File: src/rtl/txseq_pkg.sv
package txseq_pkg;
  typedef enum logic [1:0] {
    ST_IDLE   = 2'd0,
    ST_OFF    = 2'd1,
    ST_SEARCH = 2'd2,
    ST_RUN    = 2'd3
  } seq_state_e;
endpackage

File: src/rtl/txseq_sar.sv
module txseq_sar #(
  parameter int W = 8
) (
  input  logic         clk,
  input  logic         rst_n,
  input  logic         clear,
  input  logic         load,
  input  logic         step,
  input  logic         keep,
  output logic [W-1:0] code,
  output logic         last
);
  localparam int IW = (W > 1) ? $clog2(W) : 1;
  localparam logic [W-1:0]  TOP_ONLY = W'(1) << (W - 1);
  localparam logic [IW-1:0] TOP_IDX  = IW'(W - 1);

  logic [IW-1:0] idx_q;

  // resolve bit i, then place the next trial bit below it
  function automatic logic [W-1:0] sar_next(input logic [W-1:0] c,
                                            input logic [IW-1:0] i,
                                            input logic k);
    logic [W-1:0] r;
    r = c;
    if (!k) r[i] = 1'b0;
    if (i != '0) r[i - 1'b1] = 1'b1;
    return r;
  endfunction

  always_ff @(posedge clk or negedge rst_n) begin
    if (!rst_n) begin
      code  <= '0;
      idx_q <= '0;
    end else if (clear) begin
      code  <= '0;
      idx_q <= TOP_IDX;
    end else if (load) begin
      code  <= TOP_ONLY;
      idx_q <= TOP_IDX;
    end else if (step) begin
      code <= sar_next(code, idx_q, keep);
      if (idx_q != '0) idx_q <= idx_q - 1'b1;
    end
  end

  assign last = (idx_q == '0);
endmodule

File: src/rtl/txseq_ctrl.sv
module txseq_ctrl #(
  parameter int MW = 8
) (
  input  logic          clk,
  input  logic          rst_n,
  input  logic          dis,
  input  logic          start,
  input  logic          cmp_valid,
  input  logic          last,
  input  logic [MW-1:0] mod_temp,
  output logic          clear,
  output logic          load,
  output logic          step,
  output logic [MW-1:0] mod_code,
  output logic          done
);
  import txseq_pkg::*;

  seq_state_e st_q, st_d;

  assign clear = dis;
  assign load  = !dis && ((st_q == ST_IDLE && start) || st_q == ST_OFF);
  assign step  = !dis && (st_q == ST_SEARCH) && cmp_valid;

  always_comb begin
    st_d = st_q;
    if (dis) begin
      if (st_q != ST_IDLE || start) st_d = ST_OFF;
    end else if (load) begin
      st_d = ST_SEARCH;
    end else if (step && last) begin
      st_d = ST_RUN;
    end
  end

  always_ff @(posedge clk or negedge rst_n) begin
    if (!rst_n) begin
      st_q     <= ST_IDLE;
      mod_code <= '0;
      done     <= 1'b0;
    end else begin
      st_q <= st_d;
      if (dis) begin
        mod_code <= '0;
        done     <= 1'b0;
      end else if (load) begin
        mod_code <= mod_temp;
        done     <= 1'b0;
      end else if (step && last) begin
        done <= 1'b1;
      end
    end
  end
endmodule

File: src/rtl/txseq_chg.sv
module txseq_chg #(
  parameter int W = 8
) (
  input  logic         clk,
  input  logic         rst_n,
  input  logic [W-1:0] code,
  output logic         wr
);
  logic [W-1:0] prev_q;

  always_ff @(posedge clk or negedge rst_n) begin
    if (!rst_n) prev_q <= '0;
    else        prev_q <= code;
  end

  assign wr = (code != prev_q);
endmodule

File: src/rtl/txdis_dac_seq.sv
module txdis_dac_seq #(
  parameter int BIAS_W = 8,
  parameter int MOD_W  = 8
) (
  input  logic              clk,
  input  logic              rst_n,
  input  logic              tx_dis_pin,
  input  logic              tx_dis_soft,
  input  logic              start,
  input  logic [MOD_W-1:0]  mod_temp,
  input  logic              cmp_valid,
  input  logic              cmp_below,
  output logic [BIAS_W-1:0] bias_code,
  output logic [MOD_W-1:0]  mod_code,
  output logic              bias_wr,
  output logic              mod_wr,
  output logic              search_done
);
  // named internal events, also seen by the bound checker
  logic dis_eff;
  logic clear_ev;
  logic load_ev;
  logic step_ev;
  logic last_bit;

  assign dis_eff = tx_dis_pin | tx_dis_soft;

  txseq_ctrl #(.MW(MOD_W)) u_ctrl (
    .clk      (clk),
    .rst_n    (rst_n),
    .dis      (dis_eff),
    .start    (start),
    .cmp_valid(cmp_valid),
    .last     (last_bit),
    .mod_temp (mod_temp),
    .clear    (clear_ev),
    .load     (load_ev),
    .step     (step_ev),
    .mod_code (mod_code),
    .done     (search_done)
  );

  txseq_sar #(.W(BIAS_W)) u_sar (
    .clk  (clk),
    .rst_n(rst_n),
    .clear(clear_ev),
    .load (load_ev),
    .step (step_ev),
    .keep (cmp_below),
    .code (bias_code),
    .last (last_bit)
  );

  txseq_chg #(.W(BIAS_W)) u_bias_chg (
    .clk  (clk),
    .rst_n(rst_n),
    .code (bias_code),
    .wr   (bias_wr)
  );

  txseq_chg #(.W(MOD_W)) u_mod_chg (
    .clk  (clk),
    .rst_n(rst_n),
    .code (mod_code),
    .wr   (mod_wr)
  );
endmodule

File: config.mk
export PLATFORM = sky130hd
export DESIGN_NAME = txdis_dac_seq
export DESIGN_NICKNAME = d
export VERILOG_FILES = /design/src/rtl/txseq_pkg.sv /design/src/rtl/txseq_sar.sv /design/src/rtl/txseq_ctrl.sv /design/src/rtl/txseq_chg.sv /design/src/rtl/txdis_dac_seq.sv
export SDC_FILE = /design/constraint.sdc
export NUM_CORES = 1
export LEC_CHECK = 0
export ABC_AREA = 1
export BUFFER_PORTS_ARGS = -buffer_cell sky130_fd_sc_hd__buf_2
export CAP_MARGIN = 10
export CORE_MARGIN = 4
export CORE_UTILIZATION = 44
export CTS_BUF_LIST = sky130_fd_sc_hd__clkbuf_4 sky130_fd_sc_hd__clkbuf_8
export CTS_CLUSTER_SIZE = 12
export DETAILED_ROUTE_END_ITERATION = 7
export PLACE_DENSITY = 0.66
export SLEW_MARGIN = 20
export SYNTH_ARGS = -nofsm -noshare
export SYNTH_HDL_FRONTEND = slang
export SYNTH_SLANG_ARGS = --single-unit
File: constraint.sdc
create_clock -name clk -period 2.21 [get_ports clk]
set_clock_uncertainty 0.05 [all_clocks]
set_input_delay 0.1105 -clock clk [delete_from_list [all_inputs] [get_ports clk]]
set_output_delay 0.1105 -clock clk [all_outputs]
set_load 0.03 [all_outputs]
* Word level (Yosys, flattened, before mapping)
Cells that the tools add are included.
** Storage, ports and cells
- Flip-flop bits (word level) :: 38
- Input bits :: 15
- Output and inout port bits :: 19
** Operators by class
- Add/sub/neg operators :: 1
- $lt $le $gt $ge :: 4
- Eq/ne operators :: 5
- Mux-type cells :: 25
- Bitwise gates (word level) :: 4
- Reductions and logical operators :: 20
** Operators by type and width (count)
- two-way mux 8 bit :: 10
- inequality test 8 bit :: 2
- two-way mux 3 bit :: 4
- nonzero test 3 bit :: 4
- AND 8 bit :: 1
- < comparator 3 x 4 -> 1 bit (second input constant) :: 2
- two-way mux 2 bit :: 4
- NOT 8 bit :: 1
- bitwise OR 8 bit :: 1
- logical AND 1 bit :: 7
- demux 1 bit (select 3 bit) :: 2
- >= comparator 3 x 1 -> 1 bit (second input constant) :: 2
- two-way mux 1 bit :: 5
- AND reduction 2 bit :: 2
- nonzero test 2 bit :: 2
- zero test 3 bit :: 1
- subtractor 3 x 1 -> 3 bit (second input constant) :: 1
- == test 2 x 1 -> 1 bit (second input constant) :: 1
- == test 2 bit (second input constant) :: 1
- zero test 2 bit :: 1
- logical OR 1 bit :: 2
- inequality test 2 bit (second input constant) :: 1
- zero test 1 bit :: 1
- bitwise OR 1 bit :: 1

* Longest topological paths before layout
Gate-level depths: netlist (run 1).
- Depth in word-level cells :: 15
- Mapped depth :: 9
- Mapped depth without buffers :: 9

* By module
Synthesis (run 1) repeated with hierarchy kept, for this count alone.
** Second synthesis, totals
- Cell total of the unflattened synthesis :: 205
- Area, all modules :: 1757.9 um^2
** By module, submodules not included
- txseq_chg :: times used 2, cells each 35, area an instance 326.6 um^2, sequential area each 200.2 um^2
- txseq_sar :: times used 1, cells each 76, area an instance 620.6 um^2, sequential area each 275.3 um^2
- txseq_ctrl :: times used 1, cells each 56, area an instance 473.0 um^2, sequential area each 275.3 um^2
- txdis_dac_seq :: times used 1, cells each 3, area an instance 11.3 um^2, sequential area each 0.0 um^2

* Least setup slack after synthesis (run 1)
No wires, ideal clock.
- Path kind :: register to output
- From :: register u_sar.code[1]
- To :: output port bias_wr
- Data arrival time :: 1.265 ns
- Required time :: 2.049 ns
- Slack :: 0.784 ns
- Stages on the path, launching flop included :: 4
- Buffers on the path :: 0
- Path through :: dfrtp_1 -> or2_2 -> a21oi_1 -> nand4_1
** Between the ends
- Cells in the longest elaborated chain, start to end :: 1
** Ends and longest elaborated chain
- start, declared :: line txseq_sar.sv:10 : output logic [W-1:0] code,
- start signal, assigned :: line txseq_sar.sv:41 : code <= sar_next(code, idx_q, keep);
- inequality test 8 bit :: line txseq_chg.sv:16 : assign wr = (code != prev_q);
- end, declared :: line txdis_dac_seq.sv:15 : output logic bias_wr,
No other way between the ends.

* Worst setup path in the final report (run 1)
Ends and elaborated chain as after synthesis.

==> results of run 1 <==
-- layout make-up --
| class | instances | area (um^2) |
|---|---|---|
| fill | 329 | 1610 |
| sequential | 38 | 951 |
| multi-input combinational | 106 | 647 |
| timing repair buffer | 40 | 235 |
| clock buffer | 6 | 82.6 |
| inverter | 18 | 67.6 |
| tap | 48 | 60.1 |
| clock inverter | 2 | 12.5 |
-- power by group through the flow --
stage               Sequential [mW]  Combinational (mW)  Clock (mW)
CTS                           0.724               0.126       0.502
detailed placement            0.738               0.119           0
finish                        0.724               0.127       0.488
floorplan                     0.750              0.0564           0
global route                  0.726               0.142       0.540
global placement              0.737               0.117           0
-- worst max path at each step --
stage                        from             end  slack (ps)  depth (start not counted)
2_1_floorplan       u_sar.code[1]         bias_wr         780                          3
3_3_place_gp       u_ctrl.st_q[0]  u_sar.idx_q[1]         740                          6
6_report            u_sar.code[1]         bias_wr         620                          4
4_1_cts        u_ctrl.mod_code[1]          mod_wr         600                          4
3_5_place_dp       u_ctrl.st_q[0]  u_sar.idx_q[1]         690                          6
5_1_grt             u_sar.code[1]         bias_wr         490                          4
-- state kept, by name, summed over array words and instances (netlist names) --
register / flops
u_ctrl.mod_code: 8
u_ctrl.st_q: 2
u_sar.idx_q: 3
u_ctrl.done: 1
u_sar.code: 8
u_bias_chg.prev_q: 8
u_mod_chg.prev_q: 8
-- worst register-to-register path: cells and delay by family, from the launching register on --
| family | cells | cell delay [ps] |
|---|---|---|
| AOI/OAI and AO/OA | 3 | 690 |
| and+or+nand+nor | 1 | 110 |
| buffers and inverters | 2 | 210 |
| DFF | 1 | 380 |
-- cell families (layout without fill, tap and decap cells) --
kind of cell / count (synthesis) / after routing / share of synthesized area
adder cells (fa/ha/maj): 2 / 2 / 0.0149
AO/OA/AOI/OAI: 31 / 31 / 0.132
AND/OR/NAND/NOR: 59 / 59 / 0.166
XOR/XNOR: 14 / 14 / 0.0731
buffers and inverters: 19 / 66 / 0.0470
flip-flops: 38 / 38 / 0.567
-- per-layer routing --
layer / share of wire / GRT usage / vias to the layer above
li1: - / - / 635
met2: 0.45 / 0.228 / 37
met3: 0.058 / 0.0551 / 9
met5: 0 / 0 / -
met4: 0.032 / 0.0851 / 0
met1: 0.46 / 0.193 / 616
-- cells in the mapped netlist (all sizes together) --
| cell type | n |
|---|---|
| a22o | 8 |
| a21boi | 1 |
| xor2 | 14 |
| nand3 | 14 |
| nor2 | 14 |
| a31oi | 1 |
| clkinv | 1 |
| nand4 | 3 |
| or2 | 2 |
| buf | 1 |
| nand3b | 1 |
| o21ai | 8 |
| inv | 17 |
| nand2 | 25 |
| o211ai | 4 |
| o22ai | 1 |
| dfrtp | 38 |
| a21oi | 8 |
| ha | 2 |
-- per-stage QoR --
step                      power [mW]  area [um^2]
after floorplan                0.807         1680
after global placement         0.853         1890
after detailed placement       0.856         1890
after CTS                       1.35         2040
after global routing            1.41         2060
final                           1.34         2060
==> flow_summary_export.csv, run 1 <==
group,metric,value,unit
run_status,outcome,"finished clean",
clock_network,cts_buffers,5,
synth,syn_nets,180,
global_route,grt.total_usage,0.153,
route,ant_nets,0,
finish,drive_above_1_share,0.252,
clock_network,cts.htree.levels,2,
worst_hold_path,min-delay-start,"mod_temp[5]",
finish,stdcell_count,258,
synth,syn_avg_cell_area,10.3,um^2
power_and_ir_drop,power.leakage,1.13,nW
timing,setup_viol,0,
finish,final_cell_mix,"dfrtp_1 (38), buf_2 (33), nand2_1 (24)",
finish,final_common_cell,"dfrtp_1",
setup_path,end_kind,"primary output",
timing,final_hold_viol_count,0,
power_and_ir_drop,max-vdd-ir-drop,0.571,mV
global_route,grt_max_degree,39,
synth,synth_cell_types,25,
finish,antenna_cells,0,
global_route,grt_pass1_wl,5910,um
setup_path,cp_slowest_cell,"dfrtp_1",
clock_network,cts.path.max_buffers,2,
synth,netlist_area,1680,um^2
timing,fin_crit_sh,0.721,
power_and_ir_drop,combPwrFrac,0.095,
setup_path,cp.required,2050,ps
route,wl,3350,um
route,vias_per_cell,5.03,
place,numPortBuffers,33,
finish,finish.utilization,0.562,
setup_path,r2r-end,"u_sar.idx_q[1]",
place,dp_hpwl,2400,um
setup_path,crit_buf_inv,1,
setup_path,critPathTopFamily,"flip-flops",
setup_path,worstReg2RegStart,"u_ctrl.st_q[0]",
timing,fmax,0.627,GHz
setup_path,rrSetupSlack,660,ps
floorplan,die_h,69.7,um
clock_network,root_buffer,"clkbuf_8",
worst_hold_path,holdPathEnd,"u_ctrl.mod_code[5]",
timing,maxSlewHeadroom,0.475,
setup_path,max_stage_delay,420,ps
clock_network,clk_pin_slew,70,ps
floorplan,core_area,3660,um^2
setup_path,start_kind,"flip-flop",
route,vias,1297,
timing,fin_crit,1590,ps
clock_network,cts_setup_buffers,0,
power_and_ir_drop,cellInternalPower,1.01,mW
floorplan,ios,34,
place,gp_congestion,0.902,
power_and_ir_drop,power.density,651,nW/um^2
synth,ys_seq_elements,38,
job,maxCapViolations,0,
timing,slew_violations,0,
floorplan,dieArea,4860,um^2
synth,yosysSeqAreaShare,0.567,
synth,ys_warn_count,0,
setup_path,crit_chain,"or2_2 -> a21oi_1 -> nand4_1 -> buf_2",
timing,finalSetupTns,0,ps
power_and_ir_drop,p_sw_frac,0.247,
global_route,antenna_found_initial,0,
synth,synth_top_area_frac,0.567,
worst_hold_path,whs_path_depth,2,
route,drt_iter0_drc,106,
timing,tightestPinTransition,788,ps
global_route,grt_overflow,0,
clock_network,cts_resized,0,
floorplan,num_rows,22,
power_and_ir_drop,p_sw,0.331,mW
floorplan,die-width,69.7,um
place,placed_cells,243,
clock_network,ctsHoldBuffers,5,
setup_path,worstPathArrival,1430,ps
global_route,grt_pass1_vias,1323,
timing,rsz0062_at_grt,"no",
worst_hold_path,min_path_type,"in2reg",
clock_network,cts_sinks,38,
power_and_ir_drop,power_frac_clock,0.364,
setup_path,cp_max_fo,5,
route,drc,0,
timing,fin_ws,616,ps
power_and_ir_drop,share_seq_of_total_power,0.541,
finish,nNetsFinal,226,
clock_network,clk_latency,290,ps
floorplan,initial_core_util,0.458,
route,firstDrtPassIters,4,
synth,yosysTopAreaCell,"dfrtp_1",
synth,synth_area_leaders,"dfrtp_1 (57%), xor2_1 (7.3%), nand2_1 (5.4%), a22o_1 (4.2%), nand3_1 (3.9%)",
place,dp_slack,689,ps
timing,fin_hold_ws,12.8,ps
clock_network,cts_tree,"done",
route,wl_per_cell,13.0,um
synth,syn-instance-count,163,
finish,syn2layout_area_growth,22.6,%
setup_path,worst-setup-path-type,"reg2out",
setup_path,reg2reg_depth,6,
Power figures use the tool's default switching activity.
==> run 2: changes to the inputs <==
==> constraint.sdc (replaced) <==
create_clock -name clk -period 1.5 [get_ports clk]
set_clock_uncertainty 0.05 [all_clocks]
set_input_delay 0.075 -clock clk [delete_from_list [all_inputs] [get_ports clk]]
set_output_delay 0.075 -clock clk [all_outputs]
set_load 0.03 [all_outputs]
==> run 2 against run 1 <==
Net effect: clock-buffer cell count up 1; total power rose by 49%; critical endpoint is now u_sar.code[2]; flip-flop and latch count did not move; register-to-register slack worse by 640 ps; worst setup slack worse by 600 ps.
==> flow_summary_export.csv, run 2 (synthesis results as in run 1) <==
group,metric,value,unit
run_status,outcome,"finished clean",
timing,rsz0062_at_grt,"yes",
global_route,antenna_found_initial,0,
route,vias,1371,
setup_path,rrSetupSlack,20,ps
job,maxCapViolations,0,
finish,nFillCells,294,
setup_path,worst-setup-path-type,"reg2reg",
global_route,grt_pass1_vias,1404,
finish,antenna_cells,0,
route,firstDrtPassIters,4,
finish,drive_above_1_share,0.315,
finish,final_common_cell,"dfrtp_1",
timing,tightestPinTransition,455,ps
floorplan,core_area,3660,um^2
timing,fin_ws,18.3,ps
finish,finish.utilization,0.601,
clock_network,clk_pin_slew,70,ps
finish,final_cell_mix,"dfrtp_1 (38), buf_2 (31), nand2_1 (23)",
power_and_ir_drop,power.leakage,1.19,nW
floorplan,initial_core_util,0.458,
global_route,grt.total_usage,0.162,
power_and_ir_drop,finalPower,2.00,mW
floorplan,die_h,69.7,um
clock_network,cts.path.max_buffers,2,
clock_network,cts_tree,"done",
route,ant_nets,0,
clock_network,cts.htree.levels,2,
finish,nNetsFinal,238,
timing,setup_viol,0,
timing,final_hold_viol_count,0,
place,numPortBuffers,33,
route,drc,0,
clock_network,root_buffer,"clkbuf_8",
timing,fin_crit_sh,0.988,
finish,stdcell_area,2200,um^2
timing,slew_violations,0,
setup_path,max_stage_delay,430,ps
setup_path,critPathTopFamily,"flip-flops",
route,drt_iter0_drc,58,
setup_path,crit_chain,"inv_2 -> ha_1 -> nand2_2 -> inv_1 -> nor2_2 -> nand2_1 -> o22ai_2",
global_route,grt_max_degree,21,
clock_network,cts_sinks,38,
timing,fin_crit,1480,ps
worst_hold_path,min_path_type,"in2reg",
setup_path,crit_buf_inv,2,
place,place_area,1940,um^2
floorplan,ios,34,
route,wl,3670,um
setup_path,start_kind,"flip-flop",
timing,fmax,0.675,GHz
place,dp_hpwl,2540,um
finish,syn2layout_area_growth,31.2,%
setup_path,end_kind,"flip-flop",
route,vias_per_cell,5.08,
timing,maxSlewHeadroom,0.697,
power_and_ir_drop,power.density,908,nW/um^2
route,wl_per_cell,13.6,um
place,gp_congestion,0.864,
global_route,grt_pass1_wl,6400,um
setup_path,worstPathArrival,1630,ps
clock_network,clk_latency,270,ps
floorplan,num_rows,22,
floorplan,dieArea,4860,um^2
clock_network,cts_buffers,5,
global_route,grt_overflow,0,
setup_path,cp_slowest_cell,"dfrtp_1",
place,dp_slack,17.5,ps
power_and_ir_drop,max-vdd-ir-drop,0.522,mV
floorplan,die-width,69.7,um
setup_path,cp.required,1650,ps
setup_path,cp_max_fo,5,
-- run 2: cell count changes in the layout (fill, tap and decap cells not counted), sizes merged --
cell	change
clkinv	-1
buf	+10
dlygate4sd3	+2
clkbuf	+1
-- run 2: timing repair --
action / 4_1_cts / 5_1_grt
endpoints found under the hold margin: 26 / 0
hold buffers: 9 / 0
endpoints found under the setup margin: 2 / 17
setup buffers: 2 / 3
pin swaps: 0 / 2
resized for setup: 4 / 10
gates cloned: 0 / 0
-- run 2: worst reg2reg max path: stages, from the launching register on --
cell     delay [ps]
dfrtp_1         430
inv_2            90
ha_1            230
nand2_2         100
inv_1            70
nor2_2          150
nand2_1         110
o22ai_2         180
-- run 2: final timing paths --
kind / start / to / depth (start not counted)
setup / recovery: u_sar.idx_q[0] / u_sar.code[2] / 7
hold / removal: tx_dis_pin / u_sar.code[7] / 4
setup reg to reg: u_sar.idx_q[0] / u_sar.code[2] / 7
hold reg to reg: u_ctrl.mod_code[6] / u_mod_chg.prev_q[6] / 0
max in group asynchronous: rst_n / u_mod_chg.prev_q[6] / 3
min in group asynchronous: rst_n / u_sar.code[4] / 2
-- run 2: area by class of cell --
cell class | instances | area, um^2 | area share
flip-flops and latches | 38 | 951 | 0.432
multi-input cells | 106 | 667 | 0.303
repair buffers | 52 | 355 | 0.162
clock buffers | 7 | 90.1 | 0.0410
inverters | 18 | 71.3 | 0.0324
well taps | 48 | 60.1 | 0.0273
clock inverters | 1 | 5.00 | 0.00228
-- run 2: through the flow --
stage	TNS, ps	instances	hold slack (ps)
final	0	270	41.9
after global routing	-212	270	47.0
after CTS	0	267	38.3
after detailed placement	0	248	-3.07
after global placement	0	248	-8.50
after floorplan	0	163	-271
-- run 2: power breakdown --
part / leakage [nW] / internal [mW] / total [mW] / switching [mW]
Combinational: 0.639 / 0.0934 / 0.220 / 0.127
Sequential: 0.504 / 1.05 / 1.07 / 0.0187
Clock: 0.0517 / 0.388 / 0.709 / 0.321
Total: 1.19 / 1.53 / 2.00 / 0.466
-- run 2: layer usage --
layer	global-route usage	part of all wire	up-vias
li1	-	-	669
met1	0.205	0.45	671
met2	0.265	0.50	27
met3	0.0478	0.043	4
met4	0.0532	0.0098	0
met5	0	0	-
